[src/rtl/hrx_pkg.sv]
package hrx_pkg;

  localparam int HRX_STATUS_ADDR = 0;

  typedef enum logic [1:0] {
    FOP_HOLD  = 2'd0,
    FOP_SET   = 2'd1,
    FOP_CLEAR = 2'd2
  } flag_op_e;

endpackage

[src/rtl/hrx_txreg.sv]
module hrx_txreg #(
  parameter int WW = 24
) (
  input  logic          clk,
  input  logic          rst_n,
  input  logic          load,
  input  logic [WW-1:0] wdata,
  input  logic          take,
  input  logic          flush,
  output logic          full,
  output logic [WW-1:0] data
);

  logic          full_q, full_d;
  logic [WW-1:0] data_q;
  logic          data_en;

  always_comb begin
    full_d = full_q;
    if (flush || take) begin
      full_d = 1'b0;
    end else if (load) begin
      full_d = 1'b1;
    end
  end

  assign data_en = load && !flush && !take;

  always_ff @(posedge clk or negedge rst_n) begin
    if (!rst_n) begin
      full_q <= 1'b0;
    end else begin
      full_q <= full_d;
    end
  end

  always_ff @(posedge clk or negedge rst_n) begin
    if (!rst_n) begin
      data_q <= '0;
    end else if (data_en) begin
      data_q <= wdata;
    end
  end

  assign full = full_q;
  assign data = data_q;

endmodule

[src/rtl/hrx_rxbank.sv]
module hrx_rxbank #(
  parameter int NB = 3,
  parameter int BW = 8
) (
  input  logic             clk,
  input  logic             rst_n,
  input  logic             load,
  input  logic [NB*BW-1:0] word_in,
  output logic [NB*BW-1:0] word_o
);

  for (genvar g = 0; g < NB; g++) begin : g_byte
    logic [BW-1:0] q;
    logic [BW-1:0] d;

    assign d = word_in[g*BW +: BW];

    always_ff @(posedge clk or negedge rst_n) begin
      if (!rst_n) begin
        q <= '0;
      end else if (load) begin
        q <= d;
      end
    end

    assign word_o[g*BW +: BW] = q;
  end

endmodule

[src/rtl/hrx_flag.sv]
module hrx_flag
  import hrx_pkg::*;
(
  input  logic clk,
  input  logic rst_n,
  input  logic set,
  input  logic clr_read,
  input  logic clr_force,
  output logic full
);

  flag_op_e op;
  logic     full_q, full_d;

  always_comb begin
    op = FOP_HOLD;
    if (clr_force) begin
      op = FOP_CLEAR;
    end else if (set) begin
      op = FOP_SET;
    end else if (clr_read) begin
      op = FOP_CLEAR;
    end
  end

  always_comb begin
    case (op)
      FOP_SET:   full_d = 1'b1;
      FOP_CLEAR: full_d = 1'b0;
      default:   full_d = full_q;
    endcase
  end

  always_ff @(posedge clk or negedge rst_n) begin
    if (!rst_n) begin
      full_q <= 1'b0;
    end else begin
      full_q <= full_d;
    end
  end

  assign full = full_q;

endmodule

[src/rtl/hrx_hostif.sv]
module hrx_hostif
  import hrx_pkg::*;
#(
  parameter int NB = 3,
  parameter int BW = 8,
  parameter int AW = 3
) (
  input  logic             host_sel,
  input  logic             host_wr,
  input  logic [AW-1:0]    host_addr,
  input  logic             rx_full,
  input  logic [NB*BW-1:0] rx_word,
  output logic             rd_last,
  output logic [BW-1:0]    rdata
);

  localparam logic [AW-1:0] LAST_ADDR   = AW'(NB);
  localparam logic [AW-1:0] STATUS_ADDR = AW'(HRX_STATUS_ADDR);

  assign rd_last = host_sel && !host_wr && (host_addr == LAST_ADDR);

  always_comb begin
    rdata = '0;
    if (host_addr == STATUS_ADDR) begin
      rdata[0] = rx_full;
    end
    for (int i = 0; i < NB; i++) begin
      if (host_addr == AW'(i + 1)) begin
        rdata = rx_word[(NB-1-i)*BW +: BW];
      end
    end
  end

endmodule

[src/rtl/host_rx_port.sv]
module host_rx_port #(
  parameter int NB = 3,
  parameter int BW = 8,
  parameter int AW = 3
) (
  input  logic             clk,
  input  logic             rst_n,
  input  logic             core_wr,
  input  logic [NB*BW-1:0] core_wdata,
  output logic             core_tx_empty,
  input  logic             host_sel,
  input  logic             host_wr,
  input  logic [AW-1:0]    host_addr,
  output logic [BW-1:0]    host_rdata,
  input  logic             host_init,
  input  logic             req_enable,
  input  logic             sw_rst,
  input  logic             if_rst,
  input  logic             stop_mode,
  output logic             host_req_n
);

  localparam int WW = NB * BW;

  logic [1:0]    rst_q;
  logic          rst_sn;
  logic          soft_clr;
  logic          tx_full;
  logic [WW-1:0] tx_word;
  logic          rx_full;
  logic [WW-1:0] rx_word;
  logic          rd_last;
  logic          xfer;
  logic          tx_load;

  always_ff @(posedge clk or negedge rst_n) begin
    if (!rst_n) begin
      rst_q <= 2'b00;
    end else begin
      rst_q <= {rst_q[0], 1'b1};
    end
  end
  assign rst_sn = rst_q[1];

  assign soft_clr = sw_rst || if_rst || stop_mode;
  assign xfer     = tx_full && !rx_full && !host_init && !soft_clr;
  assign tx_load  = core_wr && !tx_full && !soft_clr;

  hrx_txreg #(.WW(WW)) u_tx (
    .clk   (clk),
    .rst_n (rst_sn),
    .load  (tx_load),
    .wdata (core_wdata),
    .take  (xfer),
    .flush (soft_clr),
    .full  (tx_full),
    .data  (tx_word)
  );

  hrx_rxbank #(.NB(NB), .BW(BW)) u_bank (
    .clk     (clk),
    .rst_n   (rst_sn),
    .load    (xfer),
    .word_in (tx_word),
    .word_o  (rx_word)
  );

  hrx_flag u_flag (
    .clk       (clk),
    .rst_n     (rst_sn),
    .set       (xfer),
    .clr_read  (rd_last),
    .clr_force (host_init || soft_clr),
    .full      (rx_full)
  );

  hrx_hostif #(.NB(NB), .BW(BW), .AW(AW)) u_host (
    .host_sel  (host_sel),
    .host_wr   (host_wr),
    .host_addr (host_addr),
    .rx_full   (rx_full),
    .rx_word   (rx_word),
    .rd_last   (rd_last),
    .rdata     (host_rdata)
  );

  assign core_tx_empty = !tx_full;
  assign host_req_n    = !(req_enable && rx_full);

endmodule

[config.mk]
export PLATFORM = sky130hd
export DESIGN_NAME = host_rx_port
export DESIGN_NICKNAME = d
export VERILOG_FILES = /design/src/rtl/hrx_pkg.sv /design/src/rtl/hrx_txreg.sv /design/src/rtl/hrx_rxbank.sv /design/src/rtl/hrx_flag.sv /design/src/rtl/hrx_hostif.sv /design/src/rtl/host_rx_port.sv
export SDC_FILE = /design/constraint.sdc
export NUM_CORES = 1
export LEC_CHECK = 0
export BUFFER_PORTS_ARGS = -buffer_cell sky130_fd_sc_hd__buf_2
export CAP_MARGIN = 0
export CORE_UTILIZATION = 45
export CTS_CLUSTER_SIZE = 8
export DETAILED_ROUTE_END_ITERATION = 8
export PLACE_DENSITY = 0.73
export SETUP_SLACK_MARGIN = 0.5
export SYNTH_ARGS = -nofsm -noshare
export SYNTH_HDL_FRONTEND = slang
export SYNTH_SLANG_ARGS = --single-unit
[constraint.sdc]
create_clock -name clk -period 3.05 [get_ports clk]
set_input_delay 0.305 -clock clk [delete_from_list [all_inputs] [get_ports clk]]
set_output_delay 0.305 -clock clk [all_outputs]
set_load 0.02 [all_outputs]
==> load_flow_metrics.sql <==
INSERT INTO impl_metrics (metric_group, metric, value, unit) VALUES
('run_status', 'status', 'completed', ''),
('run', 'drv.max_cap_violation_count', '0', ''),
('placement', 'finalWeightedCongestion', '0.752', ''),
('global_route', 'grtUsageTotal', '16.1', '%'),
('cts', 'post-cts-setup-buffers', '0', ''),
('worst_setup_path', 'critical_path_peak_fanout', '26', ''),
('worst_setup_path', 'worstPathBufferInverterCount', '0', ''),
('route', 'drt_first_pass_iters', '4', ''),
('placement', 'portBuffers', '46', ''),
('floorplan', 'total_core_area', '0.00485', 'mm2'),
('timing', 'skew', '0.00560', 'ns'),
('placement', 'hpwlAfterDp', '2800', 'um'),
('cells_and_area', 'sequential_cell_area', '0.00130', 'mm2'),
('worst_setup_path', 'crit_type', 'reg -> reg', ''),
('route', 'vias', '1295', ''),
('worst_setup_path', 'worst_setup_path_startpoint', 'u_flag.full', ''),
('yosys', 'synth_top_cell_by_area', 'sky130_fd_sc_hd__dfrtp_1', ''),
('yosys', 'synthArstFlopShare', '100', '%'),
('worst_setup_path', 'crit_slowest_cell', 'sky130_fd_sc_hd__dfrtp_1', ''),
('cells_and_area', 'post_layout_nets', '231', ''),
('cts', 'tritoncts.num_buffers', '5', ''),
('cts', 'cts_hold_repair.buffers', '1', ''),
('power', 'power-per-cell-area', '545', 'mW/mm2'),
('floorplan', 'placement_rows', '25', ''),
('yosys', 'unique_masters_post_synth', '23', ''),
('yosys', 'synth_fp_nets', '185', ''),
('yosys', 'synth_edf_count', '0', ''),
('cts', 'cts_repair_resize_count', '0', ''),
('global_route', 'gr-total-overflow', '0', ''),
('timing', 'tightest_slew', '1.05', 'ns'),
('worst_setup_path', 'max_stage_delay', '0.42', 'ns'),
('worst_setup_path', 'critical_path.reg2reg.startpoint', 'u_flag.full', ''),
('timing', 'fin_tns_setup', '0', 'ns'),
('global_route', 'antenna_violations_before_repair', '0', ''),
('floorplan', 'floorplan.die_area', '0.00543', 'mm2'),
('timing', 'setup_slack', '1.14', 'ns'),
('worst_setup_path', 'worstPathArrival', '2.14', 'ns'),
('worst_setup_path', 'timing.reg2reg.setup_slack', '1.14', 'ns'),
('cells_and_area', 'multi_input_comb_area', '942', 'um2'),
('yosys', 'synth_area_leaders', 'sky130_fd_sc_hd__dfrtp_1 56%, sky130_fd_sc_hd__mux2_2 16%, sky130_fd_sc_hd__mux2_4 14%', ''),
('route', 'detail_route.vias_per_cell', '4.96', ''),
('power', 'total_leakage_power', '1.39', 'nW'),
('timing', 'rsz_0062_raised_after_global_routing', 'no', ''),
('cts', 'h-tree-depth', '2', ''),
('yosys', 'postSynthCellCount', '147', ''),
('worst_setup_path', 'worst_path_dominant_cell_family', 'simple AND/OR/NAND/NOR gates', ''),
('yosys', 'synth_top_flop_cell', 'sky130_fd_sc_hd__dfrtp_1', ''),
('yosys', 'ys_seq_elements', '52', ''),
('cts', 'ctsRootBufferMaster', 'sky130_fd_sc_hd__clkbuf_8', ''),
('yosys', 'seq_area_frac_synth', '56.3', '%'),
('cells_and_area', 'drive_above_1_share', '58.8', '%'),
('cells_and_area', 'final_core_utilization', '55.0', '%'),
('timing', 'finalCriticalPeriod', '1.91', 'ns'),
('yosys', 'synthesis.yosys.warnings', '0', ''),
('yosys', 'netlist_area_before_placement', '0.00231', 'mm2'),
('worst_setup_path', 'critical_path.cell_chain', 'nor3b_2 -> nand2_4 -> a311o_1 -> ha_1 -> mux2i_1', ''),
('floorplan', 'floorplan.io_pins', '47', ''),
('hold_path', 'worst_hold_path_type', 'in -> reg', ''),
('worst_setup_path', 'critPathRequiredTime', '3.28', 'ns'),
('worst_setup_path', 'worstSetupEndpointType', 'flip-flop', ''),
('floorplan', 'die-height', '73.7', 'um'),
('timing', 'period_share', '62.6', '%'),
('cts', 'later_pin_clock_latency_in_the_skew_report', '0.30', 'ns'),
('route', 'wl_per_cell', '15.0', 'um'),
('cells_and_area', 'antenna_cells_inserted', '0', ''),
('floorplan', 'dieWidth', '73.7', 'um'),
('cells_and_area', 'fillerInstances', '398', ''),
('cells_and_area', 'syn_to_final_growth', '15.4', '%'),
('timing', 'timing.max_slew.rel_slack', '29.8', '%'),
('route', 'postRouteAntennaNets', '0', ''),
('power', 'p_total', '1.45', 'mW');
## sequential cells by signal, indices dropped and copies added, names as in the netlist
| signal | count |
|---|---|
| u_tx.data | 24 |
| u_bank.g_byte.q | 24 |
| rst_q | 2 |
| u_flag.full | 1 |
| u_tx.full | 1 |
## cell usage after synthesis (2+ instances only)
cell	number
sky130_fd_sc_hd__dfrtp_1	52
sky130_fd_sc_hd__mux2_2	33
sky130_fd_sc_hd__mux2_4	22
sky130_fd_sc_hd__nor2_1	8
sky130_fd_sc_hd__a22oi_1	7
sky130_fd_sc_hd__buf_6	4
sky130_fd_sc_hd__clkbuf_1	3
sky130_fd_sc_hd__inv_1	2
sky130_fd_sc_hd__nor2b_1	2
## layout by cell type (no fill, tap or decap), types with 2 or more instances in the layout
cell type                   n
sky130_fd_sc_hd__mux2_4    22
sky130_fd_sc_hd__nor2b_1    2
sky130_fd_sc_hd__mux2_2    33
sky130_fd_sc_hd__a22oi_1    7
sky130_fd_sc_hd__clkbuf_8   5
sky130_fd_sc_hd__dfrtp_1   51
sky130_fd_sc_hd__nor2_1     8
sky130_fd_sc_hd__buf_2     46
sky130_fd_sc_hd__inv_1      2
## routing by layer
layer	wire length, um	track usage, %
met5	0	0
met4	83	7.48
met3	121	4.25
met2	2000	26.0
met1	1710	20.3
## area by class of cell
type / count / share of cell area (%)
Clock inverter: 3 / 0.844
Tap cell: 67 / 3.14
Multi-Input combinational cell: 85 / 35.3
Sequential cell: 52 / 48.8
Clock buffer: 5 / 2.58
Timing Repair Buffer: 47 / 9.01
Inverter: 2 / 0.281
## per-stage QoR
| step | area, um2 | cells |
|---|---|---|
| floorplan | 2310 | 147 |
| global placement | 2570 | 252 |
| detailed placement | 2570 | 252 |
| CTS | 2670 | 261 |
| global route | 2670 | 261 |
| finish | 2670 | 261 |
## power breakdown
part / internal (mW) / total, mW / switching [mW]
Sequential: 0.789 / 0.856 / 0.0672
Combinational: 0.146 / 0.208 / 0.0623
Clock: 0.165 / 0.389 / 0.225
## kinds of logic after synthesis
group / Yosys count / share of synthesized area (%)
multiplexers: 57 / 31.9
flip-flops: 52 / 56.3
AND/OR/NAND/NOR: 18 / 5.41
buffers and inverters: 10 / 2.98
AO/OA/AOI/OAI: 8 / 2.71
adder cells (fa/ha/maj): 1 / 0.541
other: 1 / 0.162
## worst min-delay path by stage
stage,from,to,cells after the start
6_report,core_wdata[19],u_tx.data[19],2
3_3_place_gp,rst_n,rst_q[0],1
5_1_grt,core_wdata[5],u_tx.data[5],2
4_1_cts,core_wdata[19],u_tx.data[19],2
3_5_place_dp,rst_n,rst_q[0],1
2_1_floorplan,rst_n,rst_q[0],0
No activity file was read; power rests on OpenSTA's default activity.
